`config.mk`:
```
export PLATFORM = sky130hd
export DESIGN_NAME = uart_regfile
export DESIGN_NICKNAME = d
export VERILOG_FILES = /design/src/rtl/uart_regfile_pkg.sv /design/src/rtl/uart_rx_queue.sv /design/src/rtl/uart_tx_slot.sv /design/src/rtl/uart_stat_irq.sv /design/src/rtl/uart_regfile.sv
export SDC_FILE = /design/constraint.sdc
export NUM_CORES = 1
export LEC_CHECK = 0
export BUFFER_PORTS_ARGS = -buffer_cell sky130_fd_sc_hd__buf_2
export CORE_ASPECT_RATIO = 0.6
export CORE_UTILIZATION = 58
export DETAILED_ROUTE_END_ITERATION = 10
export PLACE_DENSITY = 0.91
export SYNTH_ARGS = -nofsm -noshare
export SYNTH_HDL_FRONTEND = slang
export SYNTH_SLANG_ARGS = --single-unit
export TNS_END_PERCENT = 50
```
`constraint.sdc`:
```
create_clock -name clk -period 4.3 [get_ports clk]
set_clock_uncertainty 0.15 [all_clocks]
set_input_delay 0.215 -clock clk [delete_from_list [all_inputs] [get_ports clk]]
set_output_delay 0.215 -clock clk [all_outputs]
set_load 0.05 [all_outputs]
```
`src/rtl/uart_regfile_pkg.sv`:
```
package uart_regfile_pkg;

   typedef enum logic [2:0] {
      SEL_ID0  = 3'd0,
      SEL_ID1  = 3'd1,
      SEL_ID2  = 3'd2,
      SEL_ID3  = 3'd3,
      SEL_DATA = 3'd4,
      SEL_STAT = 3'd5,
      SEL_DIVL = 3'd6,
      SEL_DIVH = 3'd7
   } reg_sel_e;

   localparam int unsigned ST_FERR    = 0;
   localparam int unsigned ST_OERR    = 1;
   localparam int unsigned ST_RXIE    = 2;
   localparam int unsigned ST_RXFULL  = 3;
   localparam int unsigned ST_RXONE   = 4;
   localparam int unsigned ST_RXEMPTY = 5;
   localparam int unsigned ST_TXIE    = 6;
   localparam int unsigned ST_TXEMPTY = 7;

   localparam int unsigned BYTE_W = 8;

endpackage

```
`src/rtl/uart_rx_queue.sv`:
```
module uart_rx_queue #(
   parameter int unsigned DEPTH  = 4,
   parameter int unsigned CHAR_W = 8
) (
   input  logic              clk,
   input  logic              rst_n,
   input  logic              push,
   input  logic [CHAR_W-1:0] push_data,
   input  logic              pop,
   output logic [CHAR_W-1:0] head,
   output logic              empty,
   output logic              full,
   output logic              one_left,
   output logic              dropped
);

   localparam int unsigned PTR_W = (DEPTH > 1) ? $clog2(DEPTH) : 1;
   localparam int unsigned CNT_W = $clog2(DEPTH + 1);
   localparam logic [PTR_W-1:0] LAST_PTR = PTR_W'(DEPTH - 1);
   localparam logic [CNT_W-1:0] CNT_FULL = CNT_W'(DEPTH);
   localparam logic [CNT_W-1:0] CNT_ONE  = CNT_W'(DEPTH - 1);

   generate
      if (DEPTH < 2) begin : g_bad_depth
         $error("uart_rx_queue: DEPTH must be at least 2");
      end
   endgenerate

   logic [CHAR_W-1:0] mem_q [DEPTH];
   logic [PTR_W-1:0]  wr_ptr_q, rd_ptr_q;
   logic [CNT_W-1:0]  cnt_q;
   logic              do_push, do_pop;

   assign full     = (cnt_q == CNT_FULL);
   assign empty    = (cnt_q == '0);
   assign one_left = (cnt_q == CNT_ONE);
   assign do_push  = push && !full;
   assign do_pop   = pop && !empty;
   assign dropped  = push && full;
   assign head     = mem_q[rd_ptr_q];

   function automatic logic [PTR_W-1:0] next_ptr(input logic [PTR_W-1:0] p);
      return (p == LAST_PTR) ? '0 : p + PTR_W'(1);
   endfunction

   always_ff @(posedge clk or negedge rst_n) begin
      if (!rst_n) begin
         wr_ptr_q <= '0;
         rd_ptr_q <= '0;
         cnt_q    <= '0;
      end else begin
         if (do_push) wr_ptr_q <= next_ptr(wr_ptr_q);
         if (do_pop)  rd_ptr_q <= next_ptr(rd_ptr_q);
         if (do_push && !do_pop)      cnt_q <= cnt_q + CNT_W'(1);
         else if (do_pop && !do_push) cnt_q <= cnt_q - CNT_W'(1);
      end
   end

   generate
      for (genvar gi = 0; gi < DEPTH; gi++) begin : g_slot
         always_ff @(posedge clk or negedge rst_n) begin
            if (!rst_n)
               mem_q[gi] <= '0;
            else if (do_push && (wr_ptr_q == PTR_W'(gi)))
               mem_q[gi] <= push_data;
         end
      end
   endgenerate

   p_fill_count_r5: assert property (@(posedge clk) disable iff (!rst_n)
      (push && !full && !pop) |=> (cnt_q == $past(cnt_q) + CNT_W'(1)));

   p_no_overflow_r7: assert property (@(posedge clk) disable iff (!rst_n)
      (full && push && !pop) |=> (full && $stable(wr_ptr_q)));

   p_pop_order_r6: assert property (@(posedge clk) disable iff (!rst_n)
      (pop && !empty && !push) |=> (cnt_q == $past(cnt_q) - CNT_W'(1)));

endmodule

```
`src/rtl/uart_tx_slot.sv`:
```
module uart_tx_slot #(
   parameter int unsigned CHAR_W = 8
) (
   input  logic              clk,
   input  logic              rst_n,
   input  logic              load,
   input  logic [CHAR_W-1:0] load_data,
   input  logic              take,
   output logic              valid,
   output logic [CHAR_W-1:0] data
);

   logic              valid_q;
   logic [CHAR_W-1:0] data_q;

   always_ff @(posedge clk or negedge rst_n) begin
      if (!rst_n) begin
         valid_q <= 1'b0;
         data_q  <= '0;
      end else if (valid_q) begin
         if (take) valid_q <= 1'b0;
      end else if (load) begin
         valid_q <= 1'b1;
         data_q  <= load_data;
      end
   end

   assign valid = valid_q;
   assign data  = data_q;

   p_hold_stable_r4: assert property (@(posedge clk) disable iff (!rst_n)
      (valid_q && !take) |=> (valid_q && $stable(data_q)));

endmodule

```
`src/rtl/uart_stat_irq.sv`:
```
module uart_stat_irq
   import uart_regfile_pkg::*;
#(
   parameter bit IRQ_REG = 1'b0
) (
   input  logic              clk,
   input  logic              rst_n,
   input  logic              stat_wr,
   input  logic [BYTE_W-1:0] wdata,
   input  logic              frame_set,
   input  logic              ovr_set,
   input  logic              rx_empty,
   input  logic              rx_full,
   input  logic              rx_one,
   input  logic              tx_empty,
   output logic [BYTE_W-1:0] status,
   output logic              irq
);

   logic ferr_q, oerr_q, rxie_q, txie_q;
   logic ferr_keep, oerr_keep;
   logic irq_cond;

   assign ferr_keep = !stat_wr || wdata[ST_FERR];
   assign oerr_keep = !stat_wr || wdata[ST_OERR];

   always_ff @(posedge clk or negedge rst_n) begin
      if (!rst_n) begin
         ferr_q <= 1'b0;
         oerr_q <= 1'b0;
         rxie_q <= 1'b0;
         txie_q <= 1'b0;
      end else begin
         ferr_q <= frame_set || (ferr_q && ferr_keep);
         oerr_q <= ovr_set   || (oerr_q && oerr_keep);
         if (stat_wr) begin
            rxie_q <= wdata[ST_RXIE];
            txie_q <= wdata[ST_TXIE];
         end
      end
   end

   always_comb begin
      status             = '0;
      status[ST_FERR]    = ferr_q;
      status[ST_OERR]    = oerr_q;
      status[ST_RXIE]    = rxie_q;
      status[ST_RXFULL]  = rx_full;
      status[ST_RXONE]   = rx_one;
      status[ST_RXEMPTY] = rx_empty;
      status[ST_TXIE]    = txie_q;
      status[ST_TXEMPTY] = tx_empty;
   end

   assign irq_cond = (rxie_q && !rx_empty) || (txie_q && tx_empty);

   generate
      if (IRQ_REG) begin : g_irq_flop
         logic irq_q;
         always_ff @(posedge clk or negedge rst_n) begin
            if (!rst_n) irq_q <= 1'b0;
            else        irq_q <= irq_cond;
         end
         assign irq = irq_q;
      end else begin : g_irq_comb
         assign irq = irq_cond;
         p_irq_quiet_r12: assert property (@(posedge clk) disable iff (!rst_n)
            (!status[ST_RXIE] && !status[ST_TXIE]) |-> !irq);
      end
   endgenerate

   p_err_set_r8: assert property (@(posedge clk) disable iff (!rst_n)
      (frame_set || ovr_set) |=> (status[ST_FERR] || status[ST_OERR]));

   p_err_sticky_r9: assert property (@(posedge clk) disable iff (!rst_n)
      (status[ST_OERR] && !stat_wr) |=> status[ST_OERR]);

endmodule

```
`src/rtl/uart_regfile.sv`:
```
module uart_regfile
   import uart_regfile_pkg::*;
#(
   parameter int unsigned ADDR_W   = 5,
   parameter int unsigned RX_DEPTH = 4,
   parameter logic [31:0] ID_VALUE = 32'h5A31_C007,
   parameter bit          IRQ_REG  = 1'b0
) (
   input  logic              clk,
   input  logic              rst_n,
   input  logic [ADDR_W-1:0] bus_addr,
   input  logic              bus_wr,
   input  logic              bus_rd,
   input  logic [7:0]        bus_wdata,
   output logic [7:0]        bus_rdata,
   input  logic              rx_char_valid,
   input  logic [7:0]        rx_char,
   input  logic              rx_stop_bad,
   output logic              tx_char_valid,
   output logic [7:0]        tx_char,
   input  logic              tx_char_taken,
   output logic [15:0]       baud_div,
   output logic              irq
);

   localparam int unsigned SEL_LO = 2;
   localparam int unsigned SEL_HI = 4;

   generate
      if (ADDR_W < SEL_HI + 1) begin : g_bad_addr
         $error("uart_regfile: ADDR_W must be at least 5");
      end
   endgenerate

   reg_sel_e          sel;
   logic              hit;
   logic [BYTE_W-1:0] div_lo_q, div_hi_q;
   logic [BYTE_W-1:0] rx_head, status;
   logic              rx_empty, rx_full, rx_one, rx_drop;
   logic              pop_rx, load_tx, stat_wr;

   assign sel = reg_sel_e'(bus_addr[SEL_HI:SEL_LO]);

   generate
      if (ADDR_W > SEL_HI + 1) begin : g_upper_decode
         assign hit = (bus_addr[ADDR_W-1:SEL_HI+1] == '0);
      end else begin : g_exact_decode
         assign hit = 1'b1;
      end
   endgenerate

   assign pop_rx  = bus_rd && hit && (sel == SEL_DATA) && !rx_empty;
   assign load_tx = bus_wr && hit && (sel == SEL_DATA);
   assign stat_wr = bus_wr && hit && (sel == SEL_STAT);

   uart_rx_queue #(
      .DEPTH  (RX_DEPTH),
      .CHAR_W (BYTE_W)
   ) u_rxq (
      .clk       (clk),
      .rst_n     (rst_n),
      .push      (rx_char_valid),
      .push_data (rx_char),
      .pop       (pop_rx),
      .head      (rx_head),
      .empty     (rx_empty),
      .full      (rx_full),
      .one_left  (rx_one),
      .dropped   (rx_drop)
   );

   uart_tx_slot #(
      .CHAR_W (BYTE_W)
   ) u_txs (
      .clk       (clk),
      .rst_n     (rst_n),
      .load      (load_tx),
      .load_data (bus_wdata),
      .take      (tx_char_taken),
      .valid     (tx_char_valid),
      .data      (tx_char)
   );

   uart_stat_irq #(
      .IRQ_REG (IRQ_REG)
   ) u_stat (
      .clk       (clk),
      .rst_n     (rst_n),
      .stat_wr   (stat_wr),
      .wdata     (bus_wdata),
      .frame_set (rx_char_valid && rx_stop_bad),
      .ovr_set   (rx_drop),
      .rx_empty  (rx_empty),
      .rx_full   (rx_full),
      .rx_one    (rx_one),
      .tx_empty  (!tx_char_valid),
      .status    (status),
      .irq       (irq)
   );

   always_ff @(posedge clk or negedge rst_n) begin
      if (!rst_n) begin
         div_lo_q <= '0;
         div_hi_q <= '0;
      end else if (bus_wr && hit) begin
         if (sel == SEL_DIVL) div_lo_q <= bus_wdata;
         if (sel == SEL_DIVH) div_hi_q <= bus_wdata;
      end
   end

   assign baud_div = {div_hi_q, div_lo_q};

   always_comb begin
      bus_rdata = '0;
      if (hit) begin
         unique case (sel)
            SEL_ID0:  bus_rdata = ID_VALUE[7:0];
            SEL_ID1:  bus_rdata = ID_VALUE[15:8];
            SEL_ID2:  bus_rdata = ID_VALUE[23:16];
            SEL_ID3:  bus_rdata = ID_VALUE[31:24];
            SEL_DATA: bus_rdata = rx_empty ? '0 : rx_head;
            SEL_STAT: bus_rdata = status;
            SEL_DIVL: bus_rdata = div_lo_q;
            SEL_DIVH: bus_rdata = div_hi_q;
            default:  bus_rdata = '0;
         endcase
      end
   end

   p_divisor_hold_r3: assert property (@(posedge clk) disable iff (!rst_n)
      !bus_wr |=> $stable(baud_div));

   p_tx_ignore_full_r4: assert property (@(posedge clk) disable iff (!rst_n)
      (tx_char_valid && !tx_char_taken) |=> $stable(tx_char));

endmodule

```
==> results.md <==
* Sum of buffers and inverters on the critical path at 1
* CTS tree: yes
* Slew headroom at 31.5%
* Post-cts gate resize count at 0
* FMAX at 378 MHz
* Top-level I/O count at 62
* Worst Tran Pin Value at 1.03 ns
* Hold-fix buffers at CTS at 10
* Largest net degree at the start of global routing at 48
* Most frequent cells in the layout: 68 x dfrtp_1, 59 x buf_2, 55 x mux2_2
* Worst path slowest cell: dfrtp_1
* Cell Pwr Density at 716 mW/mm^2
* Commonest non-fill, non-tap cell in the layout: dfrtp_1
* Pre-CTS setup slack at 1.79 ns
* Via/cell ratio at 6.18
* Share of layout cells above drive strength 1 at 50.0%
* DR vias at 2300
* # fillers at 349
* Overflow left after global routing at 0
* Ant diodes at 0
* Detail Route Antenna Nets at 0
* Initial antenna violation count at 0
* Residual DRC count at 0
* Number of port buffers at 59
* 1st-iter DRT viols at 117
* Post-synthesis async set-or-reset flop share at 100%
* First drt pass iteration count at 4
* Routed met1 length at 3320 um
* Synthesized area at 0.00328 sq mm
* H-tree level count at 3
* Vias in the first global route at 2334
* Critical path, cell by cell: or3_1 > nand3_1 > ha_1 > inv_1 > fa_1 > xor2_1 > nor2_1 > xor2_1
* Area Overhead vs Synth at 20.5%
* Cell family contributing the most delay on the critical path: simple AND/OR/NAND/NOR gates
* Area of the multi-input gates at 0.00148 sq mm
* Crit Path Category: register to register
* Row cnt at 20
* Synth Register Bits at 68
* Status: complete, no violations
* Routability cong. at 0.795
* Placed Area at 0.00360 sq mm
* Post-Route WL at 7490 um
* Post-route cell area at 0.00395 sq mm
* FF+latch area at 0.00170 sq mm
* Min cycle time layout at 2.65 ns
* Final setup fails at 0
* Worst path arrival time at 2.74 ns
* Syn avg cell area at 14.2 sq um
* Max-slew violations at 0
* Leakage at 1.84 nW
* Worst IR Drop VDD at 0.336 mV
* R2r setup slk at 1.65 ns
* First-pass GRT wire length at 12200 um
* Critical path startpoint category: register
* Most Frequent Cell on Critical Path: xor2_1
* Total GRT Usage at 28.1%
* Routed wl met2 at 3410 um
* Setup crit end kind: register
* Clk sinks at 68
* Max-cap violations at 0
* YS warnings at 0
* CTS Buf Count at 9
* Post-synth top flop: dfrtp_1
* Chip Height at 60.2 um
* Buffer depth of the longest clock path at 2
* Largest stage delay on the critical path at 0.46 ns
* Die Width at 99.1 um
* Period utilisation layout at 61.5%
* Setup tns final at 0 ns
* Routed wl met3 at 557 um
* Worst Path Required at 4.39 ns
* Post-Syn Nets at 266
* Core area at 0.00526 sq mm
* Post-layout worst setup margin at 1.65 ns
* Clk Latency, worst-skew pair at 0.34 ns
* Final hold vios at 0
* Sum of net half-perimeters after detailed placement at 5110 um
* Seq/Total Area, Yosys at 51.9%
* Root Driver: clkbuf_8
* Layout Nets at 336
* Syn Inst Count at 231
* Yosys cell types at 42
* Worst-path fanout max at 5
* Clk slew on worst S/H paths at 0.08 ns
* RSZ-0062 raised after global routing: false
* Post-CTS setup buffers at 0
* Starting density of the core at 62.4%
* Top layer in use: met4
* Hold WC Path Type: input port to register
* Wirelength per Cell at 20.1 um
* Number of enable flip-flop cells after synthesis at 0
* Die area at 0.00597 sq mm
-- power by group --
group	switching [W]	internal, W
sequential	0.000209	0.000892
clock	0.000248	0.000401
combinational	0.000572	0.000509
-- final timing paths --
kind,cells past startpoint,startpoint,to
min in group asynchronous,2,rst_n,u_rxq.mem_q[21]$_DFFE_PN0P_
max,8,u_rxq.cnt_q[0]$_DFFE_PN0P_,u_rxq.cnt_q[2]$_DFFE_PN0P_
max reg2reg,8,u_rxq.cnt_q[0]$_DFFE_PN0P_,u_rxq.cnt_q[2]$_DFFE_PN0P_
min,2,rx_char[6],u_rxq.mem_q[22]$_DFFE_PN0P_
max in group asynchronous,3,rst_n,u_rxq.mem_q[24]$_DFFE_PN0P_
min reg2reg,1,u_txs.data[7]$_DFFE_PN0P_,u_txs.data[7]$_DFFE_PN0P_
-- flip-flops by register name, summed over array words and instances (netlist names) --
register / flops
u_stat.txie_q: 1
u_stat.ferr_q: 1
u_txs.data: 8
u_rxq.rd_ptr_q: 2
u_rxq.cnt_q: 3
u_rxq.wr_ptr_q: 2
u_stat.rxie_q: 1
div_hi_q: 8
u_txs.valid: 1
u_stat.oerr_q: 1
u_rxq.mem_q: 32
div_lo_q: 8
-- synth_stat cells, types with 4 or more instances --
master | count | share of area [%]
dfrtp_1 | 68 | 52
mux2_2 | 55 | 19
inv_1 | 10 | 1.1
mux2_4 | 8 | 3.7
mux4_2 | 8 | 5.5
ha_1 | 6 | 2.3
o21ai_0 | 6 | 0.92
clkbuf_1 | 5 | 0.57
a22o_1 | 4 | 1.1
buf_2 | 4 | 0.61
nand3_1 | 4 | 0.61
nand3_2 | 4 | 1.2
nor2_1 | 4 | 0.46
-- area by class of cell --
cell class | instances | share of cell area (%)
clock buffers | 10 | 3.48
clock inverters | 6 | 2.82
inverters | 10 | 0.950
multi-input cells | 142 | 37.4
flip-flops and latches | 68 | 43.1
well taps | 66 | 2.09
repair buffers | 70 | 10.2
-- per-layer routing --
metal	track usage, %	up-vias
met1	38.4	1176
met2	43.4	113
met4	9.45	0
met5	0	-
met3	9.01	19
li1	-	992
-- cell families after synthesis --
logic type               after synthesis  share of synthesized area (%)
multiplexers                          74                           29.0
flip-flops                            68                           51.9
AND/OR/NAND/NOR                       31                           6.41
AO/OA/AOI/OAI                         27                           5.99
buffers and inverters                 21                           3.02
adder cells (fa/ha/maj)                7                           2.90
XOR/XNOR                               3                          0.802
-- through the flow --
stage / std cells / hold WS [ns] / power (W) / util (%)
finish: 372 / 0.0113 / 0.00283 / 75.2
global placement: 346 / 0.243 / 0.00210 / 68.5
detailed placement: 346 / 0.251 / 0.00216 / 68.5
global route: 372 / 0.00439 / 0.00296 / 75.2
floorplan: 231 / -0.231 / 0.00190 / -
CTS: 372 / 0.00506 / 0.00283 / 75.2
Power figures use the tool's default switching activity.
